`config.mk`:
```
export PLATFORM = sky130hd
export DESIGN_NAME = gpio_mask_port
export DESIGN_NICKNAME = d
export VERILOG_FILES = /design/src/rtl/gmp_pkg.sv /design/src/rtl/gmp_decode.sv /design/src/rtl/gmp_sync.sv /design/src/rtl/gmp_regs.sv /design/src/rtl/gpio_mask_port.sv
export SDC_FILE = /design/constraint.sdc
export NUM_CORES = 1
export LEC_CHECK = 0
export BUFFER_PORTS_ARGS = -buffer_cell sky130_fd_sc_hd__buf_2
export CORE_AREA = 2 2 58 60
export CTS_CLUSTER_SIZE = 28
export DETAILED_ROUTE_END_ITERATION = 6
export DIE_AREA = 0 0 60 62
export PLACE_DENSITY = 0.78
export SLEW_MARGIN = 20
export SYNTH_ARGS = -nofsm -noshare
export SYNTH_HDL_FRONTEND = slang
export SYNTH_SLANG_ARGS = --single-unit
```
`constraint.sdc`:
```
create_clock -name clk -period 1.5 [get_ports clk]
set_clock_uncertainty 0.2 [all_clocks]
set_input_delay 0 -clock clk [delete_from_list [all_inputs] [get_ports clk]]
set_output_delay 0 -clock clk [all_outputs]
set_load 0.02 [all_outputs]
```
`src/rtl/gmp_pkg.sv`:
```
// Shared types for the address-masked GPIO port.
package gmp_pkg;
    // Class of the register reached by a bus offset.
    typedef enum logic [1:0] {
        ACC_NONE = 2'd0,
        ACC_DATA = 2'd1,
        ACC_DIR  = 2'd2
    } gmp_acc_e;
endpackage

```
`src/rtl/gmp_decode.sv`:
```
// Address decoder: classifies a byte offset and extracts the per-pin select.
// Assumes ADDR_W > PINS + 2; the direction register sits just above the data
// window at 1 << (PINS+2), and bits 1:0 must be zero for any hit.
module gmp_decode
    import gmp_pkg::*;
#(
    parameter int PINS   = 8,
    parameter int ADDR_W = 12
) (
    input  logic [ADDR_W-1:0] addr,
    output gmp_acc_e          kind,
    output logic [PINS-1:0]   mask
);
    localparam int               WIN_BITS = PINS + 2;
    localparam logic [ADDR_W-1:0] DIR_ADDR = ADDR_W'(1) << WIN_BITS;

    logic aligned;
    logic in_window;

    assign aligned   = (addr[1:0] == 2'b00);
    assign in_window = (addr[ADDR_W-1:WIN_BITS] == '0);
    assign mask      = addr[WIN_BITS-1:2];

    // Pick the register class; misaligned offsets fall out as unmapped.
    always_comb begin
        kind = ACC_NONE;
        if (aligned && in_window)     kind = ACC_DATA;
        else if (addr == DIR_ADDR)    kind = ACC_DIR;
    end
endmodule

```
`src/rtl/gmp_sync.sv`:
```
// Multi-stage synchroniser for the pad inputs. Assumes STAGES >= 1; each
// stage is one flop per pin, all cleared by reset.
module gmp_sync #(
    parameter int PINS   = 8,
    parameter int STAGES = 2
) (
    input  logic            clk,
    input  logic            rst_n,
    input  logic [PINS-1:0] pad_in,
    output logic [PINS-1:0] sync_out
);
    logic [PINS-1:0] stg_q [STAGES];

    for (genvar s = 0; s < STAGES; s++) begin : g_stage
        if (s == 0) begin : g_first
            // First stage captures the raw pad levels.
            always_ff @(posedge clk) begin
                if (!rst_n) stg_q[s] <= '0;
                else        stg_q[s] <= pad_in;
            end
        end else begin : g_next
            // Later stages shift the previous stage forward.
            always_ff @(posedge clk) begin
                if (!rst_n) stg_q[s] <= '0;
                else        stg_q[s] <= stg_q[s-1];
            end
        end
    end

    assign sync_out = stg_q[STAGES-1];
endmodule

```
`src/rtl/gmp_regs.sv`:
```
// Direction and data output registers. A data write updates only pins that
// are both selected and configured as outputs; the rest hold.
module gmp_regs #(
    parameter int PINS = 8
) (
    input  logic            clk,
    input  logic            rst_n,
    input  logic            wr_dir,
    input  logic            wr_data,
    input  logic [PINS-1:0] mask,
    input  logic [PINS-1:0] wdata,
    output logic [PINS-1:0] dir_q,
    output logic [PINS-1:0] out_q
);
    logic [PINS-1:0] take;

    assign take = mask & dir_q;

    // Direction register: full-byte load from the bus.
    always_ff @(posedge clk) begin
        if (!rst_n)      dir_q <= '0;
        else if (wr_dir) dir_q <= wdata;
    end

    // Output register: merge new bits into selected output pins only.
    always_ff @(posedge clk) begin
        if (!rst_n)       out_q <= '0;
        else if (wr_data) out_q <= (out_q & ~take) | (wdata & take);
    end
endmodule

```
`src/rtl/gpio_mask_port.sv`:
```
// Eight-pin GPIO port with an address-masked data window. Single-cycle bus:
// writes land at the sampling edge, read data is combinational while a read is
// selected and zero otherwise. Pad inputs are asynchronous.
module gpio_mask_port
    import gmp_pkg::*;
#(
    parameter int PINS        = 8,
    parameter int ADDR_W      = 12,
    parameter int SYNC_STAGES = 2
) (
    input  logic              clk,
    input  logic              rst_n,
    input  logic              bus_sel,
    input  logic              bus_wr,
    input  logic [ADDR_W-1:0] bus_addr,
    input  logic [PINS-1:0]   bus_wdata,
    output logic [PINS-1:0]   bus_rdata,
    input  logic [PINS-1:0]   pad_in,
    output logic [PINS-1:0]   pad_out,
    output logic [PINS-1:0]   pad_oe
);
    gmp_acc_e        kind;
    logic [PINS-1:0] mask;
    logic [PINS-1:0] dir_q;
    logic [PINS-1:0] out_q;
    logic [PINS-1:0] sync_in;
    logic [PINS-1:0] pin_level;
    logic            wr_dir;
    logic            wr_data;

    gmp_decode #(.PINS(PINS), .ADDR_W(ADDR_W)) u_decode (
        .addr (bus_addr),
        .kind (kind),
        .mask (mask)
    );

    assign wr_dir  = bus_sel && bus_wr && (kind == ACC_DIR);
    assign wr_data = bus_sel && bus_wr && (kind == ACC_DATA);

    gmp_regs #(.PINS(PINS)) u_regs (
        .clk     (clk),
        .rst_n   (rst_n),
        .wr_dir  (wr_dir),
        .wr_data (wr_data),
        .mask    (mask),
        .wdata   (bus_wdata),
        .dir_q   (dir_q),
        .out_q   (out_q)
    );

    gmp_sync #(.PINS(PINS), .STAGES(SYNC_STAGES)) u_sync (
        .clk      (clk),
        .rst_n    (rst_n),
        .pad_in   (pad_in),
        .sync_out (sync_in)
    );

    // Output pins report their driven value, input pins the synced pad.
    assign pin_level = (dir_q & out_q) | (~dir_q & sync_in);

    // Read mux: masked pin levels, direction readback, zero elsewhere.
    always_comb begin
        bus_rdata = '0;
        if (bus_sel && !bus_wr) begin
            case (kind)
                ACC_DATA: bus_rdata = pin_level & mask;
                ACC_DIR:  bus_rdata = dir_q;
                default:  bus_rdata = '0;
            endcase
        end
    end

    assign pad_out = out_q;
    assign pad_oe  = dir_q;
endmodule

```
Word level (Yosys, flattened, before mapping) --
Memory sizes are Yosys's and may differ from the RTL's. Index checks and enable logic that the tools add are counted.
Cells by class: eq/ne operators 3, multiplexer cells 8, bitwise logic cells 12, reductions and logical operators 8
Operator list (count):
- 8-bit bitwise AND | 6
- 8-bit 2-to-1 mux | 3
- 8-bit NOT | 2
- 8-bit bitwise OR | 2
- 8-bit case mux with 2 select lines | 1
- 12-bit by 11-bit equality test with 1-bit output (second input constant) | 1
- 1-bit logical AND | 5
- 2-bit logical NOT | 2
- 2-bit 2-to-1 mux | 2
- 2-bit by 1-bit equality test with 1-bit output (second input constant) | 1
- 2-bit equality test (second input constant) | 1
- 1-bit 2-to-1 mux | 2
- 1-bit bitwise OR | 2
- 1-bit logical NOT | 1
Word-level totals: register bits after elaboration 16, bits in writable memories 16, input port bits 32, memories 1
Memory list:
- u_sync.stg_q | words 2, width 8, rd ports 2, clocked after memory_dff 0, write ports 2, RTL line gmp_sync.sv:12 | logic [PINS-1:0] stg_q [STAGES];

Depth between registers and ports, before layout --
word-level depth 6, gate-level depth with buffers 4, gate-level depth less buffers 3

By module --
A second synthesis with hierarchy kept.
Second synthesis, totals: cells, all modules 151, area, all modules 1483.9 µm²
By module, submodules not included:
- gmp_regs | times used 1, cells each 68, area an instance 655.6 µm², sequential area each 320.3 µm²
- gmp_sync | times used 1, cells each 33, area an instance 446.7 µm², sequential area each 320.3 µm²
- gpio_mask_port | times used 1, cells each 36, area an instance 284.0 µm², sequential area each 0.0 µm²
- gmp_decode | times used 1, cells each 14, area an instance 97.6 µm², sequential area each 0.0 µm²

Worst setup path after synthesis --
Ideal clock, no wire load.
path type register to output, from reg u_regs.dir_q[0], to out bus_rdata[0], arrival 1.157 ns, required time 1.300 ns, slack 0.143 ns, stages on the path, launching flop included 3, path buffers 0, path through dfxtp_1 > mux2_2 > a32o_1
On the way: cells in the longest elaborated chain, start to end 6, elaborated cells between the ends (all ways) 7, classes of those cells mux (2); bitwise (5)
RTL lines:
- start, declared | RTL line gmp_regs.sv:12 | output logic [PINS-1:0] dir_q,
- start signal, assigned | RTL line gmp_regs.sv:22 | else if (wr_dir) dir_q <= wdata;
- 8-bit NOT | RTL line gpio_mask_port.sv:59 | assign pin_level = (dir_q & out_q) | (~dir_q & sync_in);
- 8-bit bitwise AND | RTL line gpio_mask_port.sv:59
- 8-bit bitwise OR | RTL line gpio_mask_port.sv:59
- 8-bit bitwise AND | RTL line gpio_mask_port.sv:66 | ACC_DATA: bus_rdata = pin_level & mask;
- 8-bit case mux with 2 select lines (*) | RTL line gpio_mask_port.sv:65 | case (kind)
- 8-bit 2-to-1 mux (*) | RTL line gpio_mask_port.sv:64 | if (bus_sel && !bus_wr) begin
- end, declared | RTL line gpio_mask_port.sv:17 | output logic [PINS-1:0] bus_rdata,
Every way passes the cells marked *; elsewhere a longest branch is shown, timed or not.

Worst setup path after layout --
from reg u_regs.dir_q[3], to out bus_rdata[3]
Same word-level chain as after synthesis.

==> out/results.ini <==
[run_status]
status=complete, but fails checks
failed_checks=negative hold slack, negative setup slack

[grt]
grt_pass1_wl_um=6120
gr-usage-met2_pct=41.30
first_global_vias=1336
overflow=0
antenna_found_initial=0
grt_max_degree=12
use_met1_pct=26.34
busiest_layer=met2
use_met3_pct=7.246
grt_usage_pct=23.23

[yosys]
synthFlopType=dfxtp_1
synthTopCellsByArea=dfxtp_1, mux2i_1, and2_1, mux2_2, nand2_1
ys_warn_count=0
post_synth.cell_area_avg_um2=10.43
synth_cell_types=18
syn_nets=161
synth_edf_count=0
yosysSeqAreaShare_pct=47.63
synthTopCellsByCount=dfxtp_1, nand2_1, and2_1, mux2i_1
synthCells=129
synth.most_common_cell=dfxtp_1
synth_top_area_share_pct=47.63
synth_top_cell_by_area=dfxtp_1
synth_seq_cells=32
ys_async_sr_fraction_pct=0
netlist_area_um2=1345

[power]
leakage_nw=1.173
swShare_pct=23.71
internal_power_mw=1.162
p_switching_uw=361.1
clkPwrFrac_pct=29.3
p_per_area_nw_per_um2=667.3
seq_power_share_pct=57.4
power_mw=1.523
p_comb_share_pct=13.3
ir_drop_v=0.0005314

[cells_and_area]
multiInputGateArea_um2=716.9
final_cells=281
stdcell_area_um2=2282
area_growth_pct=69.67
drive_gt1_share_pct=42.98
post-route-util_pct=71.78
seq_area_um2=650.6
antennaDiodeCount=0
final.fill_count=205
fin_nets=267

[route]
wl_per_cell_um=15.59
antenna_left=0
drt_wl_total_um=4380
dr.pass1.iters=4
drc=0
dr_total_vias=1418
drtIter0Drc=55
viasPerCell=5.046

[critical_path]
crit_fanout=2
cp.required_ns=1.30
timing.rr.start=u_regs.dir_q[1]$_SDFFE_PN0P_
arrival_ns=1.37
critPathLaunchType=flip-flop
crit_type=flip-flop to primary output
end_kind=primary output
reg2reg_slack_ns=-0.01
reg2regPathDepth=4
timing.rr.end=u_regs.dir_q[1]$_SDFFE_PN0P_
crit_path_start=u_regs.dir_q[3]$_SDFFE_PN0P_
crit_end=bus_rdata[3]

[placement]
dp_slack_ns=0.08738
port_buffers=55
place_area_um2=1732
gp_congestion=0.7119
place_inst=233
dp_hpwl_um=2220

[clock_tree]
clk_latency_ns=0.32
cts_root_buf=clkbuf_4
htreeDepth=2
clock_path_buffers=2
cts_num_sinks=32
cts_tree=yes
numCtsBuffers=5
path_clk_slew_ns=0.09

[timing]
slew_headroom_pct=61.84
setup_ws_ns=-0.07174
min_period_ns=1.572
max_freq_mhz=636.2
setup_viol=9
tightest_slew_ns=0.5721
min_period_over_period_pct=104.8
maxSlewViolCount=0
setup_tns_ns=-0.3868
holdWs_ns=-0.1789
grt_setup_unrepaired=true
hold_viol=8

[floorplanning]
start_util_pct=42.31
rows=21
die_x_um=60
dieArea_um2=3720
ios=56
die_h_um=62
coreArea_um2=3179

[run]
cap_violations=0

[min_path]
hp-class=primary input to flip-flop

## cell usage in the layout, fill, tap and decap left out, types with 2 or more instances in the layout
master / count
and2_1: 16
clkbuf_4: 5
buf_4: 14
mux2_4: 8
buf_2: 47
nor3_1: 2
nand4_1: 8
nand2_1: 24
dlygate4sd3_1: 36
buf_6: 8
mux2i_1: 16
a32o_2: 6
a32o_1: 2
dfxtp_2: 8
nor4_4: 2
dfxtp_1: 24
## cell families after synthesis
kind of cell	synth area share, %
flip-flops	47.63
multiplexers	18.60
AND/OR/NAND/NOR	25.30
buffers and inverters	2.511
AO/OA/AOI/OAI	5.954
## final cells by class
class | instances | area share [%]
timing repair buffer | 106 | 35.53
multi-input combinational | 90 | 31.41
sequential | 32 | 28.51
tap | 46 | 2.522
clock buffer | 6 | 1.809
clock inverter | 1 | 0.2193
## worst min path at each step
stage / from / to / slack (ns) / cells past startpoint
after CTS: bus_addr[6] / flip-flop / -0.21 / 3
after global placement: pad_in[3] / u_sync.stg_q[0][3]$_SDFF_PN0_ / 0.003 / 2
after detailed placement: pad_in[3] / u_sync.stg_q[0][3]$_SDFF_PN0_ / 0.003 / 2
final: bus_addr[7] / flip-flop / -0.18 / 3
after floorplan: pad_in[3] / u_sync.stg_q[0][3]$_SDFF_PN0_ / -0.08 / 1
after global routing: bus_addr[7] / flip-flop / -0.19 / 3
## power groups by stage
stage	clock [mW]	sequential [mW]	combinational (mW)
floorplan	0	0.891	0.0511
global placement	0	0.892	0.117
detailed placement	0	0.893	0.119
CTS	0.447	0.873	0.181
global route	0.500	0.876	0.217
finish	0.447	0.874	0.202
## critical path, stage by stage, from the launching register on
cell and delay, ns:
dfxtp_2 0.37, mux2_4 0.30, a32o_2 0.26, buf_6 0.13
## metal layers
metal  vias up  wire, um
li1        673         -
met1       672      1741
met2        65      2292
met3         8       266
met4         0        79
met5         -         0
## repair_timing
item,in CTS,in global routing
hold endpoints to repair,28,10
hold buffers,33,5
setup buffers,4,1
gates resized for setup,36,3
setup endpoints to repair,8,13
pin swaps,8,0
Note: power is estimated with default switching activity, not from simulation.
